==> config.mk <==
export PLATFORM = sky130hd
export DESIGN_NAME = apb_chain_requester
export DESIGN_NICKNAME = d
export VERILOG_FILES = /design/src/rtl/apbreq_pkg.sv /design/src/rtl/apbreq_fsm.sv /design/src/rtl/apbreq_cmd_hold.sv /design/src/rtl/apbreq_rsp.sv /design/src/rtl/apb_chain_requester.sv
export SDC_FILE = /design/constraint.sdc
export NUM_CORES = 1
export LEC_CHECK = 0
export ABC_AREA = 1
export ABC_CLOCK_PERIOD_IN_PS = 2950
export BUFFER_PORTS_ARGS = -buffer_cell sky130_fd_sc_hd__buf_4
export CORE_ASPECT_RATIO = 1.5
export CORE_MARGIN = 3
export CORE_UTILIZATION = 42
export DETAILED_ROUTE_END_ITERATION = 7
export GPL_TIMING_DRIVEN = 0
export PLACE_DENSITY = 0.75
export SLEW_MARGIN = 25
export SYNTH_ARGS = -nofsm -noshare
export SYNTH_HDL_FRONTEND = slang
export SYNTH_SLANG_ARGS = --single-unit
==> constraint.sdc <==
create_clock -name clk -period 2.95 [get_ports clk]
set_clock_uncertainty 0.2 [all_clocks]
set_input_delay 0.59 -clock clk [delete_from_list [all_inputs] [get_ports clk]]
set_output_delay 0.59 -clock clk [all_outputs]
set_load 0.02 [all_outputs]
==> src/rtl/apbreq_pkg.sv <==
package apbreq_pkg;
   typedef enum logic [1:0] {
      ST_IDLE   = 2'd0,
      ST_SETUP  = 2'd1,
      ST_ACCESS = 2'd2
   } apbreq_state_e;
endpackage

==> src/rtl/apbreq_fsm.sv <==
module apbreq_fsm
   import apbreq_pkg::*;
(
   input  logic          clk,
   input  logic          presetn,
   input  logic          cmd_valid,
   input  logic          pready,
   output apbreq_state_e state,
   output logic          cmd_ready,
   output logic          accept,
   output logic          done
);
   apbreq_state_e state_q, state_d;

   always_comb begin
      done      = (state_q == ST_ACCESS) && pready;
      cmd_ready = (state_q == ST_IDLE) || done;
      accept    = cmd_ready && cmd_valid;
      state_d   = state_q;
      unique case (state_q)
         ST_IDLE:   state_d = accept ? ST_SETUP : ST_IDLE;
         ST_SETUP:  state_d = ST_ACCESS;
         ST_ACCESS: begin
            if (done) state_d = accept ? ST_SETUP : ST_IDLE;
         end
         default:   state_d = ST_IDLE;
      endcase
   end

   always_ff @(posedge clk or negedge presetn) begin
      if (!presetn) state_q <= ST_IDLE;
      else          state_q <= state_d;
   end

   assign state = state_q;
endmodule

==> src/rtl/apbreq_cmd_hold.sv <==
module apbreq_cmd_hold #(
   parameter int ADDR_W = 16,
   parameter int DATA_W = 32
) (
   input  logic              clk,
   input  logic              presetn,
   input  logic              load,
   input  logic              in_write,
   input  logic [ADDR_W-1:0] in_addr,
   input  logic [DATA_W-1:0] in_wdata,
   output logic              out_write,
   output logic [ADDR_W-1:0] out_addr,
   output logic [DATA_W-1:0] out_wdata
);
   always_ff @(posedge clk or negedge presetn) begin
      if (!presetn) begin
         out_write <= 1'b0;
         out_addr  <= '0;
         out_wdata <= '0;
      end else if (load) begin
         out_write <= in_write;
         out_addr  <= in_addr;
         out_wdata <= in_wdata;
      end
   end
endmodule

==> src/rtl/apbreq_rsp.sv <==
module apbreq_rsp #(
   parameter int DATA_W          = 32,
   parameter bit ZERO_WRITE_DATA = 1'b1
) (
   input  logic              clk,
   input  logic              presetn,
   input  logic              done,
   input  logic              cur_write,
   input  logic [DATA_W-1:0] prdata,
   input  logic              pslverr,
   output logic              rsp_valid,
   output logic [DATA_W-1:0] rsp_rdata,
   output logic              rsp_err
);
   logic [DATA_W-1:0] data_sel;

   generate
      if (ZERO_WRITE_DATA) begin : g_zero_wr
         assign data_sel = cur_write ? '0 : prdata;
      end else begin : g_pass_wr
         logic unused_wr;
         assign unused_wr = cur_write;
         assign data_sel  = prdata;
      end
   endgenerate

   always_ff @(posedge clk or negedge presetn) begin
      if (!presetn) begin
         rsp_valid <= 1'b0;
         rsp_rdata <= '0;
         rsp_err   <= 1'b0;
      end else begin
         rsp_valid <= done;
         if (done) begin
            rsp_rdata <= data_sel;
            rsp_err   <= pslverr;
         end
      end
   end
endmodule

==> src/rtl/apb_chain_requester.sv <==
module apb_chain_requester
   import apbreq_pkg::*;
#(
   parameter int ADDR_W          = 16,
   parameter int DATA_W          = 32,
   parameter bit HOLD_BUS_IDLE   = 1'b1,
   parameter bit ZERO_WRITE_DATA = 1'b1
) (
   input  logic              clk,
   input  logic              presetn,
   input  logic              cmd_valid,
   output logic              cmd_ready,
   input  logic              cmd_write,
   input  logic [ADDR_W-1:0] cmd_addr,
   input  logic [DATA_W-1:0] cmd_wdata,
   output logic              rsp_valid,
   output logic [DATA_W-1:0] rsp_rdata,
   output logic              rsp_err,
   output logic              psel,
   output logic              penable,
   output logic [ADDR_W-1:0] paddr,
   output logic              pwrite,
   output logic [DATA_W-1:0] pwdata,
   input  logic [DATA_W-1:0] prdata,
   input  logic              pready,
   input  logic              pslverr
);
   localparam int DATA_BYTES = DATA_W / 8;

   generate
      if (ADDR_W < 1 || ADDR_W > 64) begin : g_bad_addr
         $error("ADDR_W must be within 1..64");
      end
      if (DATA_W < 8 || DATA_BYTES * 8 != DATA_W) begin : g_bad_data
         $error("DATA_W must be a whole number of bytes");
      end
   endgenerate

   apbreq_state_e     state;
   logic              accept, done;
   logic [ADDR_W-1:0] addr_q;
   logic [DATA_W-1:0] wdata_q;

   apbreq_fsm u_fsm (
      .clk       (clk),
      .presetn   (presetn),
      .cmd_valid (cmd_valid),
      .pready    (pready),
      .state     (state),
      .cmd_ready (cmd_ready),
      .accept    (accept),
      .done      (done)
   );

   apbreq_cmd_hold #(.ADDR_W(ADDR_W), .DATA_W(DATA_W)) u_hold (
      .clk       (clk),
      .presetn   (presetn),
      .load      (accept),
      .in_write  (cmd_write),
      .in_addr   (cmd_addr),
      .in_wdata  (cmd_wdata),
      .out_write (pwrite),
      .out_addr  (addr_q),
      .out_wdata (wdata_q)
   );

   apbreq_rsp #(.DATA_W(DATA_W), .ZERO_WRITE_DATA(ZERO_WRITE_DATA)) u_rsp (
      .clk       (clk),
      .presetn   (presetn),
      .done      (done),
      .cur_write (pwrite),
      .prdata    (prdata),
      .pslverr   (pslverr),
      .rsp_valid (rsp_valid),
      .rsp_rdata (rsp_rdata),
      .rsp_err   (rsp_err)
   );

   assign psel    = (state != ST_IDLE);
   assign penable = (state == ST_ACCESS);

   generate
      if (HOLD_BUS_IDLE) begin : g_hold_bus
         assign paddr  = addr_q;
         assign pwdata = wdata_q;
      end else begin : g_gate_bus
         assign paddr  = psel ? addr_q  : '0;
         assign pwdata = psel ? wdata_q : '0;
      end
   endgenerate
endmodule

Word level (Yosys, flattened, before mapping)
Cells that the tools add are included.
{ "classes": {"n_reduce_logical": 5, "n_mux": 4, "n_eq_ne": 3} }
{ "ops": {"columns": ["op", "n"], "rows": [
  ["$mux 32", 1],
  ["$pmux 2 s3", 1],
  ["$eq 2x1->1 const B", 1],
  ["$eq 2x2->1 const B", 1],
  ["$logic_and 1x1->1", 2],
  ["$logic_not 2->1", 1],
  ["$mux 2", 1],
  ["$ne 2x1->1 const B", 1],
  ["$reduce_bool 2->1", 1],
  ["$logic_or 1x1->1", 1],
  ["$mux 1", 1]
]} }
{ "totals": {"elab_cells": 19, "reg_bits": 85, "output_inout_bits": 86} }

Longest topological paths before layout
{ "depth": {"ltp_word": 7, "depth_mapped": 7} }

Cells and area by module
Synthesis repeated with hierarchy kept, for this count alone.
{ "unflattened": {"cells_unflattened": 372, "hier_area_um2": 3418.3} }
{ "modules_own_cells": {"columns": ["module", "n_inst", "cells_per_inst", "area_each_um2"], "rows": [
  ["apbreq_cmd_hold", 1, 208, 1858.0],
  ["apbreq_rsp", 1, 145, 1436.4],
  ["apbreq_fsm", 1, 15, 108.9],
  ["apb_chain_requester", 1, 4, 15.0]
]} }

Worst setup path after synthesis
Ideal clock, no wire load.
{ "synth_path": {"kind": "in2out", "start": "input port pready", "end": "output port cmd_ready", "stages": 3, "t_required_ns": 2.160, "setup_slack_ns": 1.102, "arrival_ns": 1.058, "path_cell_list": "inv_1 a21oi_2 buf_2"} }
{ "synth_between": {"elab_chain_cells": 2} }
{ "synth_lines": {"columns": ["item", "line", "source"], "rows": [
  ["from (decl)", "apb_chain_requester.sv:25", "input logic pready,"],
  ["$logic_and 1x1->1", "apbreq_fsm.sv:16", "done = (state_q == ST_ACCESS) && pready;"],
  ["$logic_or 1x1->1", "apbreq_fsm.sv:17", "cmd_ready = (state_q == ST_IDLE) || done;"],
  ["to (decl)", "apb_chain_requester.sv:12", "output logic cmd_ready,"]
]} }
No other way between the ends.

Final worst setup path
{ "layout_path": {"start": "register u_fsm.state_q[0], in the netlist u_fsm.state[0]", "end": "output port cmd_ready"} }
{ "layout_between": {"elab_chain_cells": 3, "word_cells_on_any_way": 4, "cone_classes": "eq/ne: 1; reduce/logical: 3"} }
{ "layout_lines": {"columns": ["item", "line", "source"], "rows": [
  ["from (decl)", "apbreq_fsm.sv:13", "apbreq_state_e state_q, state_d;"],
  ["from (signal assigned)", "apbreq_fsm.sv:32", "else state_q <= state_d;"],
  ["$eq 2x2->1", "apbreq_fsm.sv:16", null],
  ["$logic_and 1x1->1", "apbreq_fsm.sv:16", null],
  ["$logic_or 1x1->1 *", "apbreq_fsm.sv:17", null]
]} }
Every way passes the cells marked *; elsewhere a longest branch is shown, timed or not.

==> reports/metrics.cfg <==
[status]
status = finished clean

[clock_tree]
clkLatencyLatePin_ps = 320
cts-root-buf = clkbuf_16
h-tree-depth = 3
cts_tree = done
post_cts_buffers = 0
ctsResizeCount = 0
path_clk_slew_ps = 60
numCtsBuffers = 9
hold_buffers = 0
cts_sinks = 85
clk_path_buf_depth = 2

[synthesis]
synth_compound_area_frac = 0.0517
yosys_warnings = 0
syn_area_um2 = 3360
synth_cell_type_count = 14
synth_xor_area_frac = 0
synthSimpleGateAreaFrac = 0.265
syn_nets = 456
synth_seq_area_share = 0.632
syn_area_per_cell_um2 = 9.09
synth.area.mux_share = 0
synth_top_family_by_area = simple AND/OR/NAND/NOR gates
synth_seq_cells = 85
synthAdderAreaFrac = 0
synthCells = 370

[global_route]
antenna_found_initial = 0
grt_max_degree = 86
grt_first_pass_wirelength_um = 14900
track_usage = 0.206
grt_pass1_vias = 3127
grt_remaining_overflow = 0

[finish]
fin_nets = 637
drive_gt1_frac = 0.369
area_delta_synth_final_pct = 49.6
layout_common_cells = buf_4 (170), nand2_1 (169), dfrtp_1 (85), nand3_1 (49), o21ai_1 (30)
final_core_util = 0.653
final_common_cell = buf_4
diodes = 0
postLayoutCellArea_um2 = 5030

[die]
start_util = 0.436
die_y_um = 116
fp-row-count = 39
coreArea_um2 = 7710
die_w_um = 79.1
io_pins = 172
die-area_um2 = 9140

[setup_path]
critPathLaunchType = flop
critPathKind = reg -> out
path_max_fanout = 10
cp.required_ps = 2160
critPathArrivalTime_ps = 1470
worstSetupEndpointType = output port

[timing]
worstMarginPinSlew_ps = 777
period_share = 0.766
setup_ws_ps = 692
slew_viol_final = 0
setup_viol = 0
fin_setup_tns_ps = 0
hold_violations = 0
rsz0062_at_grt = false
layout_min_cycle_time_ps = 2260
fmax_mhz = 443
maxSlewHeadroom = 0.482

[place]
dpl_worst_slack_ps = 706
hpwl_um = 6840
port_buffers = 170
place.gp.congestion = 0.713
place_area_um2 = 4770

[job]
cap_violations = 0

[hold_path]
hold_path.class = in -> async

[routing]
drt_iter0_drc = 117
via_per_inst = 4.81
vias = 3157
ant_nets = 0
dr.pass1.iters = 4
wl_per_cell_um = 13.8
drcViolationCount = 0
wl_um = 9080

[pwr]
ir_drop_mv = 0.497
static-leakage-power_nw = 2.78
powerDensity_nw_per_um2 = 904

## final cells by class
type	instances	area (um^2)
plain buffers	26	150
flip-flops and latches	85	2130
inverters	6	22.5
well taps	102	128
clock buffers	13	250
clock inverters	2	10.0
multi-input cells	253	1060
repair buffers	170	1280
fillers	688	2680
## cells in the mapped netlist (all sizes together)
cell | n | area share
nand2 | 169 | 0.19
buf | 18 | 0.035
nand3 | 49 | 0.073
clkbuf | 8 | 0.0097
inv | 6 | 0.0067
nor2 | 1 | 0.0033
a21oi | 1 | 0.0026
o21ai | 33 | 0.049
dfrtp | 85 | 0.63
## critical path, stage by stage, from the launching register on
cell and delay, ps:
dfrtp_1 420, a21oi_2 260, buf_2 280, buf_4 180
## logic make-up after synthesis
kind of cell / Yosys count
buffers and inverters: 32
AOI/OAI and AO/OA: 34
DFF: 85
and+or+nand+nor: 219
## power by group
group          switching, W  leakage, nW  total (W)  internal [W]
logic               0.00103         1.59    0.00179      0.000758
clock network      0.000414        0.129    0.00100      0.000586
registers          0.000217         1.07    0.00176       0.00154
## routing by layer
metal / global-route usage / routed length [um] / up-vias
met5: 0 / 0 / -
met4: 0.0550 / 71 / 0
met3: 0.0715 / 797 / 7
met2: 0.352 / 4620 / 132
met1: 0.248 / 3590 / 1475
li1: - / - / 1543
## through the flow
stage / hold slack [ps] / std cells / power, W
6_report: 115 / 657 / 0.00455
5_1_grt: 161 / 657 / 0.00484
4_1_cts: 261 / 657 / 0.00460
3_5_place_dp: 260 / 642 / 0.00359
3_3_place_gp: 256 / 642 / 0.00354
2_1_floorplan: 94.4 / 370 / 0.00269
## state kept, by name (all words and copies together) (netlist names)
signal            flops
u_rsp.rsp_valid       1
u_rsp.rsp_rdata      32
u_hold.out_write      1
u_fsm.state           2
u_hold.out_wdata     32
u_rsp.rsp_err         1
u_hold.out_addr      16
## final timing paths
check                                     startpoint                    to  slack, ps  depth (start not counted)
worst min-delay path                         presetn   u_rsp.rsp_rdata[22]        120                          1
worst max register to register        u_fsm.state[0]   u_hold.out_addr[13]       1430                          5
min in group clk                u_hold.out_wdata[29]  u_hold.out_wdata[29]        270                          2
worst min register to register  u_hold.out_wdata[29]  u_hold.out_wdata[29]        270                          2
max in group asynchronous                    presetn    u_rsp.rsp_rdata[3]       1900                          1
worst max-delay path                  u_fsm.state[0]             cmd_ready        690                          3
(Power assumes the default switching activity.)
